`src/rtl/sda_dly_pkg.sv`:
```
package sda_dly_pkg;
  // Strobes from the control to the datapath
  typedef struct packed {
    logic track;     // bypass: held value follows input
    logic loadSel;   // capture new delay setting
    logic loadPend;  // capture changed input, restart count
    logic incCnt;    // one tick counted
    logic apply;     // move waiting value to output
  } dlyStrobeT;
endpackage

```
`src/rtl/sda_dly_ctrl.sv`:
```
module sda_dly_ctrl
  import sda_dly_pkg::*;
#(
  parameter int SEL_W = 3
) (
  input  logic             clk,
  input  logic             rstN,
  input  logic             tickEn,
  input  logic             sdaIn,
  input  logic [SEL_W-1:0] cnt,
  input  logic [SEL_W-1:0] activeSel,
  output dlyStrobeT        stb,
  output logic             pending,
  output logic             bypass
);
  logic lastIn;
  logic inChange;
  logic tickLive;
  logic atLimit;

  always_ff @(posedge clk) begin
    if (!rstN) lastIn <= 1'b1;
    else       lastIn <= sdaIn;
  end

  assign inChange = sdaIn != lastIn;
  assign bypass   = activeSel == '0;
  assign tickLive = !bypass && !inChange && pending && tickEn;
  assign atLimit  = cnt == activeSel;

  always_comb begin
    stb          = '0;
    stb.track    = bypass;
    stb.loadSel  = !pending;
    stb.loadPend = !bypass && inChange;
    stb.incCnt   = tickLive && !atLimit;
    stb.apply    = tickLive && atLimit;
  end

  always_ff @(posedge clk) begin
    if (!rstN)             pending <= 1'b0;
    else if (bypass)       pending <= 1'b0;
    else if (stb.loadPend) pending <= 1'b1;
    else if (stb.apply)    pending <= 1'b0;
  end

  // count never passes the active setting while waiting
  p_cnt_bound_r3: assert property (@(posedge clk) disable iff (!rstN)
    pending |-> (cnt <= activeSel));

  // any seen change restarts the count
  p_restart_r5: assert property (@(posedge clk) disable iff (!rstN)
    (!bypass && inChange) |=> (cnt == '0));

  // bypass leaves nothing waiting
  p_bypass_idle_r2: assert property (@(posedge clk) disable iff (!rstN)
    bypass |=> !pending);
endmodule

```
`src/rtl/sda_dly_path.sv`:
```
module sda_dly_path
  import sda_dly_pkg::*;
#(
  parameter int SEL_W = 3
) (
  input  logic             clk,
  input  logic             rstN,
  input  logic             sdaIn,
  input  logic [SEL_W-1:0] delaySel,
  input  dlyStrobeT        stb,
  input  logic             bypass,
  output logic [SEL_W-1:0] cnt,
  output logic [SEL_W-1:0] activeSel,
  output logic             sdaOut
);
  logic outReg;
  logic pendVal;

  always_ff @(posedge clk) begin
    if (!rstN)           activeSel <= '0;
    else if (stb.loadSel) activeSel <= delaySel;
  end

  always_ff @(posedge clk) begin
    if (!rstN)            pendVal <= 1'b1;
    else if (stb.loadPend) pendVal <= sdaIn;
  end

  always_ff @(posedge clk) begin
    if (!rstN)            cnt <= '0;
    else if (stb.loadPend) cnt <= '0;
    else if (stb.incCnt)  cnt <= cnt + 1'b1;
  end

  always_ff @(posedge clk) begin
    if (!rstN)          outReg <= 1'b1;
    else if (stb.track) outReg <= sdaIn;
    else if (stb.apply) outReg <= pendVal;
  end

  assign sdaOut = bypass ? sdaIn : outReg;

  // reset leaves the held value released
  p_reset_release_r1: assert property (@(posedge clk)
    !rstN |=> outReg);

  // held value moves only on an apply or bypass tracking
  p_out_hold_r9: assert property (@(posedge clk) disable iff (!rstN)
    (!stb.apply && !stb.track) |=> $stable(outReg));
endmodule

```
`src/rtl/sda_delay_unit.sv`:
```
module sda_delay_unit
  import sda_dly_pkg::*;
#(
  parameter int SEL_W = 3
) (
  input  logic             clk,
  input  logic             rstN,
  input  logic             tickEn,
  input  logic             sdaIn,
  input  logic [SEL_W-1:0] delaySel,
  output logic             sdaOut
);
  dlyStrobeT        stb;
  logic             pending;
  logic             bypass;
  logic [SEL_W-1:0] cnt;
  logic [SEL_W-1:0] activeSel;

  sda_dly_ctrl #(.SEL_W(SEL_W)) uCtrl (
    .clk(clk), .rstN(rstN), .tickEn(tickEn), .sdaIn(sdaIn),
    .cnt(cnt), .activeSel(activeSel),
    .stb(stb), .pending(pending), .bypass(bypass)
  );

  sda_dly_path #(.SEL_W(SEL_W)) uPath (
    .clk(clk), .rstN(rstN), .sdaIn(sdaIn), .delaySel(delaySel),
    .stb(stb), .bypass(bypass),
    .cnt(cnt), .activeSel(activeSel), .sdaOut(sdaOut)
  );

  // setting frozen while a change waits
  p_sel_frozen_r7: assert property (@(posedge clk) disable iff (!rstN)
    pending |=> $stable(activeSel));
endmodule

```
`config.mk`:
```
export PLATFORM = sky130hd
export DESIGN_NAME = sda_delay_unit
export DESIGN_NICKNAME = d
export VERILOG_FILES = /design/src/rtl/sda_dly_pkg.sv /design/src/rtl/sda_dly_ctrl.sv /design/src/rtl/sda_dly_path.sv /design/src/rtl/sda_delay_unit.sv
export SDC_FILE = /design/constraint.sdc
export NUM_CORES = 1
export LEC_CHECK = 0
export ABC_AREA = 1
export CAP_MARGIN = 20
export CORE_AREA = 3 3 40 42
export DETAILED_ROUTE_END_ITERATION = 8
export DIE_AREA = 0 0 43 45
export GPL_ROUTABILITY_DRIVEN = 0
export GPL_TIMING_DRIVEN = 1
export MAX_ROUTING_LAYER = met4
export PLACE_DENSITY = 0.65
export SYNTH_ARGS = -nofsm -noshare
export SYNTH_HDL_FRONTEND = slang
export SYNTH_HIERARCHICAL = 1
export SYNTH_SLANG_ARGS = --single-unit
```
`constraint.sdc`:
```
create_clock -name clk -period 1.9 [get_ports clk]
set_input_delay 0.38 -clock clk [delete_from_list [all_inputs] [get_ports clk]]
set_output_delay 0.38 -clock clk [all_outputs]
set_load 0.01 [all_outputs]
```
Word-level counts from Yosys, hierarchy flattened --
Index checks and enable logic that the tools add are counted. W data, S select, Z words.
Storage, ports and cells: bits of input ports 7, bits in read-only memories 0, output and inout port bits 1, register bits after elaboration 10, bits in latches 0, memories kept 0, bits in writable memories 0, word-level logic and storage cells 29
Operators by class: divide/modulo/power cells 0, add/subtract/negate cells 1, bitwise logic cells 1, shifts and indexed selects 0, multipliers 0, equality and inequality tests 2, multiplexer cells 5, order comparisons 0, reduce and logical (&&, ||, !) cells 14
Operator list (count):
- $logic_and A1 B1 Y1 | 6
- $mux W1 | 5
- $reduce_bool A2 Y1 | 2
- $reduce_or A2 Y1 | 2
- $add A3 B1 Y3 const B | 1
- $eq A3 B3 Y1 | 1
- $logic_not A1 Y1 | 3
- $logic_not A3 Y1 | 1
- $ne A1 B1 Y1 | 1
- $not A1 Y1 | 1

Logic depth before layout (Yosys ltp) --
Gate-level depths: netlist of the first run.
word-level depth 8, depth in mapped cells 10, depth with buffers taken out 10

By module --
The synthesis of the first run kept the hierarchy.
By module, submodules not included:
- sda_dly_path | cells an instance 47, seq. area each 160.2 um^2, area each 337.8 um^2, times used 1
- sda_dly_ctrl | cells an instance 35, seq. area each 40.0 um^2, area each 200.2 um^2, times used 1

Worst setup path after synthesis of the first run --
Ideal clock, no wire load.
path kind reg-to-output, from register uPath.activeSel[0], to output sdaOut, data arrival time 0.839 ns, required time 1.520 ns, buffers on the path 0, cell stages (with the launch flop) 5, path slack 0.681 ns, path through dfxtp_1 -> nor2_2 -> nand2_2 -> inv_1 -> o21ai_0
Between the ends: longest elaborated chain between the ends 2
Ends and longest elaborated chain:
- from (decl) | line sda_dly_path.sv:13 | output logic [SEL_W-1:0] activeSel,
- from (signal assigned) | line sda_dly_path.sv:21 | else if (stb.loadSel) activeSel <= delaySel;
- $logic_not A3 Y1 | line sda_dly_ctrl.sv:27 | assign bypass = activeSel == '0;
- net bypass | line sda_delay_unit.sv:15 | logic bypass;
- $mux W1 | line sda_dly_path.sv:41 | assign sdaOut = bypass ? sdaIn : outReg;
- to (decl) | line sda_delay_unit.sv:11 | output logic sdaOut
The timed path passes the listed nets, and every way through them passes these cells.

Worst setup path after layout of the first run --
Same ends and word-level chain as after synthesis.

==> PnR_summary.wiki, run 1 <==
{| class="wikitable"
! Metric !! Value
|-
| Total Die Area || between 1500 and 2000 sq um
|-
| First-pass GRT wire length || ~1500 um
|-
| Residual DRC || 0
|-
| Reported net switching power || 139 uW
|-
| Setup ws final || approximately 0.17 ns
|-
| Combined flip-flop and latch cell area || approximately 200 sq um
|-
| Detail-routed via count per cell || approximately 4.3
|-
| Via count of the routed design || 469
|-
| Vias in the first global route || approximately 370
|-
| Clock sink total || 10
|-
| Clk Latency, worst-skew pair || ~0.26 ns
|-
| Number of nets at the end of the flow || between 100 and 150
|-
| Starting Density || 0.419
|-
| Summed instance area of the synthesized netlist || approximately 540 sq um
|-
| Setup clock skew after layout || between 0.004 and 0.005 ns
|-
| Number of standard cells after synthesis || 82
|-
| Std cell rows || 13
|-
| CTS clk-pin slew, worst paths || about 0.07 ns
|-
| Yosys warning total || 6
|-
| Fraction of final layout cells with drive strength greater than 1 || 0.140
|-
| Hold violation total from the final report || 0
|-
| Crit path capture type || output port
|-
| Setup Crit Path Kind || flop to output port
|-
| Number of detailed-route iterations in the first pass || 4
|-
| Global Route Usage Sum || 0.106
|-
| Crit Path Max Fanout || 5
|-
| Post-CTS Hold Buffers || 0
|-
| Highest clock rate || 579 MHz
|-
| Synthesized netlist net count || 90
|-
| Pre-CTS setup slack || -0.00288 ns
|-
| Violation count after the first detailed-routing iteration || 18
|-
| Number of nets still failing antenna checks after routing || 0
|-
| Area used by multi-input combinational logic || 267 sq um
|-
| Quantity of I/O buffers inserted on ports || 7
|-
| Final number of max-transition violations || 0
|-
| Power density over the cells || between 700 and 800 nW/um^2
|-
| CTS H-tree lvls || 1
|-
| Slew at the pin closest to its max-slew limit || around 0.28 ns
|-
| Worst R2R Path Depth || 10
|-
| Number of filler cells placed in the layout || roughly 140
|-
| Post-detailed-routing wire length || approximately 900 um
|-
| HP Class || flop to flop
|-
| Post-detailed-placement half-perimeter wirelength || roughly 700 um
|-
| CTS tree || done
|-
| Max-cap viol count || 0
|-
| Critical path data arrival time || 1.35 ns
|-
| Core Area || 1280 sq um
|-
| Area growth, synth to finish || 23.0%
|-
| Die boundary height || approximately 45 um
|-
| Clk pwr share || 0.367
|-
| Maximum buffer depth of the clock tree || 2
|-
| Fraction of power consumed by combinational cells || 0.188
|-
| #FFs+latches synth || 10
|-
| Worst EP required || about 1.5 ns
|-
| Switching share of total power || 0.266
|-
| Outcome || completed
|-
| Initial antenna violation count || 0
|-
| Hold Path Cell Cnt || 2
|-
| Count of unique library cells instantiated by Yosys || 18
|-
| Sequential power share || 0.446
|-
| Final cell utilization of the core || 0.515
|-
| Slack of the worst reg-to-reg path || roughly 0.64 ns
|-
| Cts bufs inserted || 3
|-
| Mean routed wirelength per cell || roughly 8.5 um
|-
| Largest net degree at the start of global routing || 7
|-
| Unrepaired setup endpoints after global routing || false
|-
| Sequential area share after synthesis || 0.372
|-
| Antenna fix cells || 0
|-
| DIE WIDTH || 43 um
|-
| Setup violations, final || 0
|-
| Critical Path Source Type || flop
|-
| Fraction of the cycle the final worst path needs || 0.909
|-
| Avg Synthesized Cell Area || ~6.6 sq um
|-
| Placed inst area || roughly 630 sq um
|-
| Reported leakage power || between 0.0003 and 0.0004 uW
|-
| Worst-case vdd ir drop || about 0.23 mV
|-
| GRT Residual Overflow || 0
|-
| Final instance area || roughly 660 sq um
|-
| Remaining max-slew budget at the tightest pin || 0.814
|-
| Total internal power || between 300 and 400 uW
|-
| Clock tree root buffer cell || clkbuf_4
|-
| Top-Level Pins || 8
|-
| Final critical delay including setup and external delays || 1.73 ns
|}
==> routing by layer <==
metal / wire, um / part of all wire / global-route usage / vias to the layer above
li1: - / - / - / 269
met1: 486 / 0.53 / 0.146 / 191
met2: 383 / 0.42 / 0.135 / 7
met3: 31 / 0.034 / 0.0120 / 2
met4: 16 / 0.017 / 0.0904 / 0
met5: 0 / 0 / - / -
==> power by group through the flow <==
stage	combinational, uW	clock (uW)	sequential [uW]
2_1_floorplan	72.0	0	236
3_3_place_gp	101	0	238
3_5_place_dp	102	0	239
4_1_cts	99.1	199	234
5_1_grt	113	205	235
6_report	98.2	192	233
==> synthesized netlist by cell type (all sizes together) <==
| cell type | count | area share |
|---|---|---|
| nand2 | 23 | 0.17 |
| inv | 17 | 0.12 |
| nor2 | 13 | 0.11 |
| dfxtp | 10 | 0.37 |
| o21ai | 5 | 0.047 |
| a21oi | 4 | 0.037 |
| nand3 | 4 | 0.056 |
| and2 | 1 | 0.012 |
| buf | 1 | 0.014 |
| ha | 1 | 0.023 |
| nand4 | 1 | 0.012 |
| o21bai | 1 | 0.014 |
| xnor2 | 1 | 0.016 |
==> metrics by stage <==
stage,hold slack [ns],instances,setup TNS (ns),total power (uW)
3_5_place_dp,0.482,104,-0.00288,340
6_report,0.495,108,0,524
3_3_place_gp,0.480,104,-0.00148,339
4_1_cts,0.497,108,0,532
5_1_grt,0.518,108,0,553
2_1_floorplan,0.449,82,0,308
==> cells by family after synthesis <==
kind of cell,Yosys count,share of synthesized area
simple gates,42,0.358
fa+ha+maj,1,0.0233
flops,10,0.372
buf+inv,18,0.133
xor+xnor,1,0.0163
compound gates,10,0.0977
==> state kept, by name, indices dropped and copies added (netlist names) <==
| register | count |
|---|---|
| uCtrl/lastIn | 1 |
| uCtrl/pending | 1 |
| uPath/activeSel | 3 |
| uPath/cnt | 3 |
| uPath/outReg | 1 |
| uPath/pendVal | 1 |
==> final timing paths <==
path	from	to
hold / removal	uPath/pendVal	uPath/pendVal
setup reg to reg	uPath/cnt[0]	uPath/cnt[1]
setup / recovery	uPath/activeSel[0]	sdaOut
hold reg to reg	uPath/pendVal	uPath/pendVal
==> cell type report <==
class,instances,share of cell area
inverter,17,0.0964
multi-input combinational,54,0.403
sequential,10,0.302
timing repair buffer,8,0.115
tap,15,0.0284
clock buffer,4,0.0548
==> worst max-delay path: stages, from the launching register on <==
cell and delay (ns):
dfxtp_1 0.34, nor2_2 0.12, nand2_2 0.08, inv_1 0.13
nand2_1 0.06, o21ai_0 0.06, dlygate4sd2_1 0.28
==> repair_timing <==
item                                    in CTS  in global routing
resized for setup                            1                  0
hold endpoints to repair                     0                  0
endpoints found under the setup margin       1                  0
buffers inserted                             0                  0
==> placed cells by master (no fill, tap or decap) <==
cell and count:
and2_1 1, nand3_1 2, nor2_4 1, a21oi_1 4, dlygate4sd2_1 1, nor2_1 11, nand2_2 2, nor2_2 1
clkdlybuf4s50_1 6, inv_2 2, o21bai_1 1, nand2_1 21, clkbuf_4 3, nand3_2 2, xnor2_1 1, clkbuf_8 1
buf_4 1, ha_1 1, inv_1 15, dfxtp_1 10, o21ai_0 5, nand4_1 1
Note: power is estimated with default switching activity, not from simulation.
==> inputs of run 2 (changes only) <==
- PLACE_DENSITY: 0.65 -> 0.66
- SLEW_MARGIN: unset -> 5
- SYNTH_HIERARCHICAL: 1 -> unset
==> PnR_summary.wiki, run 2 <==
{| class="wikitable"
! Metric !! Value
|-
| Cells traversed along the worst timing path || nor2_2, nand2_4, inv_2, nand2_1, nand2_1, dlygate4sd2_1
|-
| Reported leakage power || 0.000331 uW (-0.98%)
|-
| Crit Path Max Fanout || 6 (+1)
|-
| Clk pwr share || 0.360 (-0.007)
|-
| Antenna fix cells || 0 (unchanged)
|-
| Cell repeated most along the worst path || nand2_1
|-
| Max-cap viol count || 0 (unchanged)
|-
| Crit path largest cell delay || 0.34 ns (about the same)
|-
| Hold Path Cell Cnt || 2 (unchanged)
|-
| Critical Path Source Type || flop
|-
| CTS clk-pin slew, worst paths || 0.06 ns (about the same)
|-
| Post-layout total power || 525 uW (+0.33%)
|-
| Placed cells || 99 (-4.8%)
|-
| Worst EP required || 1.52 ns (about the same)
|-
| Count of unique library cells instantiated by Yosys || 19 (+1)
|-
| Clk Latency, worst-skew pair || 0.26 ns (about the same)
|-
| Fraction of the cycle the final worst path needs || 0.885 (-0.0240)
|-
| Number of standard cells after synthesis || 76 (-7.3%)
|-
| Total internal power || 384 uW (-0.14%)
|-
| Remaining max-slew budget at the tightest pin || 0.792 (-0.0220)
|-
| Top FF cell, synth || dfxtp_1
|-
| Placed inst area || 641 sq um (+2.2%)
|-
| Reported net switching power || 142 uW (+1.6%)
|-
| Busiest grt layer || met2
|-
| Worst Setup SP || uPath.activeSel[0]
|-
| Clock tree root buffer cell || clkbuf_4
|-
| Fraction of met2 tracks used by global routing || 0.183 (+0.0479)
|-
| Highest clock rate || 595 MHz (+2.7%)
|-
| HP Class || flop to flop
|-
| Clock sink total || 10 (unchanged)
|-
| Std cell rows || 13 (unchanged)
|-
| Setup violations, final || 0 (unchanged)
|-
| Setup Total Neg Slack || 0 ns (unchanged)
|-
| Violation count after the first detailed-routing iteration || 7 (-11)
|-
| Final critical delay including setup and external delays || 1.68 ns (-0.0457 ns)
|-
| Number of nets still failing antenna checks after routing || 0 (unchanged)
|-
| Starting Density || 0.424 (+0.00487)
|-
| Largest net degree at the start of global routing || 9 (+2)
|-
| Most repeated cell in the gate-level netlist after synthesis || nand2_1
|-
| GRT Residual Overflow || 0 (unchanged)
|-
| Mean routed wirelength per cell || 8.78 um (+3.4%)
|-
| Cell taking the most area after synthesis || dfxtp_1
|-
| Worst R2R Path Depth || 7 (-3)
|-
| Reg-to-reg endpoint || uPath.outReg
|-
| Residual DRC || 0 (unchanged)
|-
| Buffer and inverter count on the worst path || 2 (unchanged)
|-
| Global Route Usage Sum || 0.119 (+0.0127)
|-
| Via count of the routed design || 484 (+3.2%)
|-
| Vias in the first global route || 423 (+15%)
|-
| CP Capture Point || sdaOut
|-
| Quantity of I/O buffers inserted on ports || 7 (unchanged)
|-
| Detail-routed via count per cell || 4.70 (+8.2%)
|-
| Number of nets at the end of the flow || 97 (-4.9%)
|-
| Fraction of power consumed by combinational cells || 0.193 (+0.005)
|-
| Crit path capture type || output port
|-
| Total Die Area || 1940 sq um (unchanged)
|-
| Origin of the critical flop-to-flop path || uPath.activeSel[0]
|-
| Commonest cells post-synth || nand2_1, dfxtp_1, inv_1, nor2_1, nand3_1
|-
| #FFs+latches synth || 10 (unchanged)
|-
| Fraction of final layout cells with drive strength greater than 1 || 0.193 (+0.0534)
|-
| Area growth, synth to finish || 24.1%
|-
| Unrepaired setup endpoints after global routing || false
|-
| Kind of cell adding the most delay to the critical path || simple AND/OR/NAND/NOR gates
|-
| Final instance count without filler cells || 103 (-4.6%)
|-
| Share of synthesized flip-flops with an asynchronous set or reset || 0 (unchanged)
|-
| Area share of the largest cell type after synthesis || 0.368 (-0.00428)
|-
| Setup clock skew after layout || 0.000981 ns (-0.00385 ns)
|-
| Die boundary height || 45 um (unchanged)
|-
| GRT met3 Usage || 0.0598 (+0.0478)
|-
| Setup Crit Path Kind || flop to output port
|-
| Dominant cells by area after synthesis || dfxtp_1, nand2_1, nand3_1
|-
| Outcome || completed
|-
| Post-detailed-placement half-perimeter wirelength || 714 um (+1.4%)
|-
| Top-Level Pins || 8 (unchanged)
|-
| Final instance area || 676 sq um (+2.1%)
|-
| Global-route track usage on met1 || 0.128 (-0.0177)
|-
| Slew at the pin closest to its max-slew limit || 0.310 ns (+0.0319 ns)
|-
| Summed instance area of the synthesized netlist || 544 sq um (+1.2%)
|-
| CTS H-tree lvls || 1 (unchanged)
|-
| Post-CTS setup-driven buffer insertion count || 0 (unchanged)
|-
| Power density over the cells || 778 nW/um^2 (-1.7%)
|-
| CTS tree || done
|-
| Cts bufs inserted || 3 (unchanged)
|-
| Worst path slowest cell || dfxtp_1
|-
| Most frequent standard cell in the layout excluding fill and tap cells || nand2_1
|-
| Critical path data arrival time || 1.30 ns (-0.05 ns)
|-
| Core Area || 1280 sq um (unchanged)
|-
| DIE WIDTH || 43 um (unchanged)
|-
| Commonest cells after routing, fill and taps aside || nand2_1, dfxtp_1, inv_1, nor2_1
|-
| Number of cells on the critical path || 6 (unchanged)
|-
| Post-detailed-routing wire length || 904 um (-1.4%)
|-
| Slack of the worst reg-to-reg path || 0.76 ns (+0.12 ns)
|-
| Sequential power share || 0.446 (about the same)
|-
| Synthesized netlist net count || 84 (-6.7%)
|-
| Registers with the highest flip-flop counts || uPath.activeSel: 3 flops, uPath.cnt: 3 flops
|-
| Avg Synthesized Cell Area || 7.16 sq um (+9.1%)
|-
| Number of enable-type register cells in the synthesized netlist || 0 (unchanged)
|-
| Maximum buffer depth of the clock tree || 2 (unchanged)
|-
| Initial antenna violation count || 0 (unchanged)
|-
| Final number of max-transition violations || 0 (unchanged)
|-
| First-pass GRT wire length || 1610 um (+9.3%)
|-
| Hold violation total from the final report || 0 (unchanged)
|-
| Switching share of total power || 0.270 (+0.00344)
|-
| Sequential area share after synthesis || 0.368 (-0.00428)
|-
| Worst-case vdd ir drop || 0.491 mV (+110%)
|-
| Yosys warning total || 0 (-6)
|-
| Number of detailed-route iterations in the first pass || 4 (unchanged)
|}
-- run 2: through the flow --
step	utilization	hold slack, ns	worst slack, ns
2_1_floorplan	-	0.446	0.766
3_3_place_gp	0.499	0.472	0.0225
3_5_place_dp	0.499	0.469	0.0211
4_1_cts	0.526	0.485	0.193
5_1_grt	0.526	0.529	0.111
6_report	0.526	0.477	0.219
-- run 2: cell type report --
| cell class | count | area, sq um |
|---|---|---|
| Tap cell | 15 | 18.8 |
| Sequential cell | 10 | 200 |
| Inverter | 11 | 41.3 |
| Clock buffer | 4 | 36.3 |
| Multi-Input combinational cell | 55 | 303 |
| Fill cell | 139 | 609 |
| Timing Repair Buffer | 8 | 76.3 |
-- run 2: timing repair --
action / 4_1_cts / 5_1_grt
gates resized for setup: 1 / 0
hold buffers: 0 / 0
endpoints found under the setup margin: 1 / 0
-- run 2: kinds of logic after synthesis --
family,count (synthesis),share of synthesized area
simple gates,43,0.414
buf+inv,11,0.0759
flops,10,0.368
compound gates,9,0.0873
xor+xnor,2,0.0322
fa+ha+maj,1,0.0230
-- run 2: routing by layer --
metal  up-vias  routed length [um]
met3         4                  66
met5         -                   0
met4         0                  17
li1        262                   -
met1       206                 431
met2        12                 389
-- run 2: how the worst min path moves through the flow --
stage                   from            end  slack, ns
6_report       uPath.pendVal  uPath.pendVal       0.48
5_1_grt        uPath.pendVal  uPath.pendVal       0.53
4_1_cts        uPath.pendVal  uPath.pendVal       0.49
3_5_place_dp   uPath.pendVal  uPath.pendVal       0.47
3_3_place_gp   uPath.pendVal  uPath.pendVal       0.47
2_1_floorplan  uPath.pendVal  uPath.pendVal       0.45
-- run 2: worst reg2reg max path, stage by stage (launching register included) --
cell	delay [ns]
dfxtp_1	0.39
nor2_2	0.07
nand2_4	0.10
nand2_4	0.07
nor2_8	0.12
nand3_1	0.11
nand3_1	0.10
nand3_1	0.06
-- run 2: power groups by stage --
stage	logic (uW)	registers (uW)	clock network [uW]
final	102	235	189
after detailed placement	105	240	0
after global routing	116	237	207
after CTS	103	235	199
after floorplan	72.5	237	0
after global placement	105	240	0
